--- config.mk ---
export PLATFORM = sky130hd
export DESIGN_NAME = bitcount_unit
export DESIGN_NICKNAME = d
export VERILOG_FILES = /design/src/rtl/bitcount_pkg.sv /design/src/rtl/bitcount_datapath.sv /design/src/rtl/bitcount_ctrl.sv /design/src/rtl/bitcount_unit.sv
export SDC_FILE = /design/constraint.sdc
export NUM_CORES = 1
export LEC_CHECK = 0
export CAP_MARGIN = 20
export CORE_AREA = 2 2 39 41
export CTS_CLUSTER_DIAMETER = 50
export DETAILED_ROUTE_END_ITERATION = 16
export DIE_AREA = 0 0 41 43
export RECOVER_POWER = 25
export SKIP_LAST_GASP = 1
export SLEW_MARGIN = 25
export SYNTH_ARGS = -nofsm -noshare
export SYNTH_HDL_FRONTEND = slang
export SYNTH_SLANG_ARGS = --single-unit
--- constraint.sdc ---
create_clock -name clk -period 4 [get_ports clk]
set_clock_uncertainty 0.1 [all_clocks]
set_input_delay 0.6 -clock clk [delete_from_list [all_inputs] [get_ports clk]]
set_output_delay 0.6 -clock clk [all_outputs]
set_load 0.05 [all_outputs]
--- src/rtl/bitcount_pkg.sv ---
package bitcount_pkg;
  // One-hot state flop positions of the controller
  localparam int ST_N    = 3;
  localparam int ST_IDLE = 0;
  localparam int ST_RUN  = 1;
  localparam int ST_FIN  = 2;

  typedef logic [ST_N-1:0] state_vec_t;

  localparam state_vec_t STV_IDLE = state_vec_t'(1) << ST_IDLE;
  localparam state_vec_t STV_RUN  = state_vec_t'(1) << ST_RUN;
  localparam state_vec_t STV_FIN  = state_vec_t'(1) << ST_FIN;

  // Control bundle from controller to datapath
  typedef struct packed {
    logic load;
    logic shift;
    logic incr;
  } dp_ctrl_t;
endpackage

--- src/rtl/bitcount_datapath.sv ---
module bitcount_datapath
  import bitcount_pkg::*;
#(
  parameter int DATA_W = 4,
  parameter int CNT_W  = $clog2(DATA_W + 1)
) (
  input  logic              clk,
  input  logic              rst,
  input  dp_ctrl_t          ctl,
  input  logic [DATA_W-1:0] word_in,
  output logic              lsb,
  output logic              empty,
  output logic [CNT_W-1:0]  tally
);
  localparam logic [CNT_W-1:0] TALLY_MAX = CNT_W'(DATA_W);

  logic [DATA_W-1:0] sreg_q;
  logic [CNT_W-1:0]  tally_q;

  always_ff @(posedge clk) begin
    if (rst) begin
      sreg_q <= '0;
    end else if (ctl.load) begin
      sreg_q <= word_in;
    end else if (ctl.shift) begin
      sreg_q <= {1'b0, sreg_q[DATA_W-1:1]};
    end
  end

  always_ff @(posedge clk) begin
    if (rst) begin
      tally_q <= '0;
    end else if (ctl.load) begin
      tally_q <= '0;
    end else if (ctl.incr) begin
      tally_q <= tally_q + CNT_W'(1);
    end
  end

  assign lsb   = sreg_q[0];
  assign empty = (sreg_q == '0);
  assign tally = tally_q;

  AST_LOAD_CLEARS: assert property (@(posedge clk) disable iff (rst)
    ctl.load |=> (tally_q == '0));
  AST_NO_OVERFLOW: assert property (@(posedge clk) disable iff (rst)
    ctl.incr |-> (tally_q < TALLY_MAX));
  AST_SHIFT_RIGHT: assert property (@(posedge clk) disable iff (rst)
    (ctl.shift && !ctl.load) |=> (sreg_q == ($past(sreg_q) >> 1)));
  AST_INCR_ON_SHIFT: assert property (@(posedge clk) disable iff (rst)
    ctl.incr |-> (ctl.shift && lsb));
endmodule

--- src/rtl/bitcount_ctrl.sv ---
module bitcount_ctrl
  import bitcount_pkg::*;
(
  input  logic     clk,
  input  logic     rst,
  input  logic     go,
  input  logic     lsb,
  input  logic     empty,
  output dp_ctrl_t ctl,
  output logic     fin
);
  state_vec_t state_q, state_d;
  logic       legal;

  // Exactly one bit set
  assign legal = (state_q != '0) && ((state_q & (state_q - state_vec_t'(1))) == '0);

  always_comb begin
    state_d   = state_q;
    ctl.load  = 1'b0;
    ctl.shift = 1'b0;
    ctl.incr  = 1'b0;
    if (!legal) begin
      state_d = STV_IDLE;
    end else if (state_q[ST_IDLE]) begin
      if (go) begin
        ctl.load = 1'b1;
        state_d  = STV_RUN;
      end
    end else if (state_q[ST_RUN]) begin
      if (empty) begin
        state_d = STV_FIN;
      end else begin
        ctl.shift = 1'b1;
        ctl.incr  = lsb;
      end
    end else begin
      if (!go) state_d = STV_IDLE;
    end
  end

  always_ff @(posedge clk) begin
    if (rst) state_q <= STV_IDLE;
    else     state_q <= state_d;
  end

  assign fin = state_q[ST_FIN];

  AST_STATE_ONEHOT: assert property (@(posedge clk) disable iff (rst)
    $onehot(state_q));
  AST_IDLE_QUIET: assert property (@(posedge clk) disable iff (rst)
    (state_q[ST_IDLE] && !go) |-> !(ctl.load || ctl.shift || ctl.incr));
  AST_RUN_TO_FIN: assert property (@(posedge clk) disable iff (rst)
    (state_q[ST_RUN] && empty) |=> state_q[ST_FIN]);
  AST_FIN_RELEASE: assert property (@(posedge clk) disable iff (rst)
    (state_q[ST_FIN] && !go) |=> state_q[ST_IDLE]);
endmodule

--- src/rtl/bitcount_unit.sv ---
module bitcount_unit
  import bitcount_pkg::*;
#(
  parameter int DATA_W = 4,
  parameter int CNT_W  = $clog2(DATA_W + 1)
) (
  input  logic              clk,
  input  logic              rst,
  input  logic              start,
  input  logic [DATA_W-1:0] data_in,
  output logic [CNT_W-1:0]  count,
  output logic              done
);
  dp_ctrl_t ctl;
  logic     lsb, empty;

  bitcount_ctrl u_ctrl (
    .clk   (clk),
    .rst   (rst),
    .go    (start),
    .lsb   (lsb),
    .empty (empty),
    .ctl   (ctl),
    .fin   (done)
  );

  bitcount_datapath #(.DATA_W(DATA_W), .CNT_W(CNT_W)) u_dp (
    .clk     (clk),
    .rst     (rst),
    .ctl     (ctl),
    .word_in (data_in),
    .lsb     (lsb),
    .empty   (empty),
    .tally   (count)
  );

  AST_DONE_HOLDS: assert property (@(posedge clk) disable iff (rst)
    done |=> $stable(count));
  AST_RESET_CLEARS: assert property (@(posedge clk)
    rst |=> (count == '0 && !done));
endmodule

==> metrics.cfg <==
[placed_design]
pre_cts_slack_ns=1.99
place_area_um2=601
gp_congestion=0.609
dp_hpwl_um=638
port_buffers=10
dp_cells=73

[synthesis]
muxShareOfSynthArea=0.0608
synth_edf_count=0
synth_top_family_by_area=simple AND/OR/NAND/NOR gates
synth-compound-area-share=0.159
synth_area_um2=494
synth_common_cells=dfxtp_1, nor2_1, a211oi_1, mux2i_1, nand2b_1
synth_largest_area_cell=dfxtp_1
ys_ff_latch=10
syn_area_per_cell_um2=9.88
synth-simple-area-share=0.296
synthAdderAreaFrac=0.0253
ys.warnings.count=0
synth_cell_types=26
synthXorXnorAreaFrac=0.0177
synth_cells=50
async_flop_share=0
synth_top_area_frac=0.405
ys_seq_area_frac=0.405
ys.flop_type=dfxtp_1
netlist_top_cells_area=dfxtp_1, mux2i_1, a211oi_1
synth_most_common_cell=dfxtp_1
synth_fp_nets=58

[worst_setup_path]
cp-startpoint=u_ctrl.state_q[2]$_SDFFE_PP0P_
required_ns=3.30
critPathSlowestCell=clkdlybuf4s50_1
critPathMaxStageDelay_ns=0.86
worstPathArrival_ns=1.60
end_kind=output pin
cp-start-kind=flip-flop
path_cells=clkdlybuf4s50_1
cp_max_fo=9
crit_buf_inv=1
reg2reg_to=u_dp.sreg_q[1]$_SDFFE_PP0P_
reg2reg_depth=3
cp_top_family=buffers and inverters
r2r_slack_ns=2.50
rr_startpoint=u_ctrl.state_q[1]$_SDFFE_PP0P_
criticalPathCategory=flip-flop to output pin

[min_path]
worstHoldEndpoint=u_dp.tally[1]$_SDFFE_PP0P_
worstHoldPathCells=2
min-delay-path-class=flip-flop to flip-flop
hold_start=u_dp.tally[1]$_SDFFE_PP0P_

[power]
p_per_area_nw_per_um2=367
intPower_mw=0.177
power_frac_seq=0.478
p_sw_mw=0.0548
ir_drop_mv=0.186
fin_total_pwr_mw=0.232
share_comb_of_total_power=0.124
clkPwrFrac=0.398
power_leakage_nw=0.233
swShare=0.236

[run]
max_cap_viol_count=0

[routing]
ant_nets=0
wire_per_inst_um=11.1
wirelength_um=852
dr.pass1.iters=1
num_vias=385
drcViolationCount=0
drtIter0Drc=0
via_per_inst=5.00

[cts]
cts-resized-gates=0
clk_latency_ns=0.27
clockBufferDepth=2
cts-root-buf=clkbuf_4
ctsHoldBuffers=0
postCtsSetupBuffers=0
cts_inserted_buffers=3
clkSlewWorstSetupHoldPaths_ns=0.08
clock-sinks=10
cts_tree=done
htree_levels=1

[floorplanning]
start_util=0.357
num_io_pins=11
rows=14
fp.dieW_um=41
core_um2=1380
dieArea_um2=1760
die_height_um=43

[finish]
fillers=144
diodes=0
finalInstanceArea_um2=632
stdcell_count=77
fin_nets=70
syn2layout_area_growth_pct=27.8
drive_gt1_frac=0.131

[sta]
fmaxAchievable_mhz=434
fin_crit_sh=0.576
period_minus_slack_ns=2.30
relSlewSlack=0.670
tightest_slew_ns=0.494
fin_ws_ns=1.70
tns_ns=0
finalSetupViolCount=0
hold_violations=0
rsz0062_at_grt=no
drv_slew=0

[global_route]
grt.met3_usage=0.0314
use_met2=0.181
grt_util_met1=0.132
grt_use_total=0.120
overflow=0
grt.busiest_layer=met2
grt_pass1_vias=349
antenna_found_initial=0
grt_max_degree=11
grt_first_pass_wirelength_um=1390

[outcome]
status=finished clean

cells in the final DEF, fill, tap and decap left out:
cell              n
mux2i_1           3
nand2b_1          3
or4_4             1
and4bb_2          1
clkdlybuf4s50_1   9
clkbuf_8          1
xnor2_1           1
clkbuf_4          3
inv_1             1
nand4b_1          1
nor3_1            2
o21ai_0           2
a211oi_1          3
nand4bb_1         2
a31o_2            1
a22oi_1           1
dlygate4sd3_1     1
or3_1             1
nor2_1            4
nand2_1           2
a21oi_1           2
or3b_1            1
dfxtp_1          10
o2bb2a_4          1
ha_1              1
nand3b_1          1
nor2b_1           2
stage by stage:
step | util | hold slack, ns
2_1_floorplan | - | 0.389
3_3_place_gp | 0.434 | 0.368
3_5_place_dp | 0.434 | 0.380
4_1_cts | 0.460 | 0.389
5_1_grt | 0.457 | 0.409
6_report | 0.457 | 0.383
routing by layer:
layer  share of wire  routed length, um
met1            0.46                394
met2            0.48                411
met3           0.040                 34
met4           0.014                 12
met5               0                  0
layout make-up:
type / count / area [um2] / share of cell area
Sequential cell: 10 / 200 / 0.317
Inverter: 1 / 3.75 / 0.00594
Timing Repair Buffer: 10 / 100 / 0.158
Multi-Input combinational cell: 36 / 272 / 0.430
Clock buffer: 4 / 36.3 / 0.0574
Tap cell: 16 / 20.0 / 0.0317
kinds of logic (layout without fill, tap and decap cells):
| logic type | after synthesis | in the layout |
|---|---|---|
| compound gates | 10 | 10 |
| xor+xnor | 1 | 1 |
| mux | 3 | 3 |
| flops | 10 | 10 |
| simple gates | 21 | 21 |
| buf+inv | 4 | 15 |
| fa+ha+maj | 1 | 1 |
power groups by stage:
stage	combinational, mW	clock, mW	sequential, mW
floorplan	0.0213	0	0.112
global placement	0.0296	0	0.113
detailed placement	0.0297	0	0.113
CTS	0.0298	0.0960	0.111
global route	0.0322	0.0978	0.112
finish	0.0288	0.0924	0.111
registers in the layout, indices dropped and copies added, names as in the netlist:
signal / count
u_dp.sreg_q: 4
u_dp.tally: 3
u_ctrl.state_q: 3
worst max-delay path by stage:
stage	endpoint	slack, ns	depth (start not counted)
after floorplan	u_dp.sreg_q[0]$_SDFFE_PP0P_	2.41	4
after global placement	done	2.02	1
after detailed placement	done	1.99	1
after CTS	done	1.68	1
after global routing	done	1.63	1
final	done	1.70	1
No activity file was read; power rests on OpenSTA's default activity.
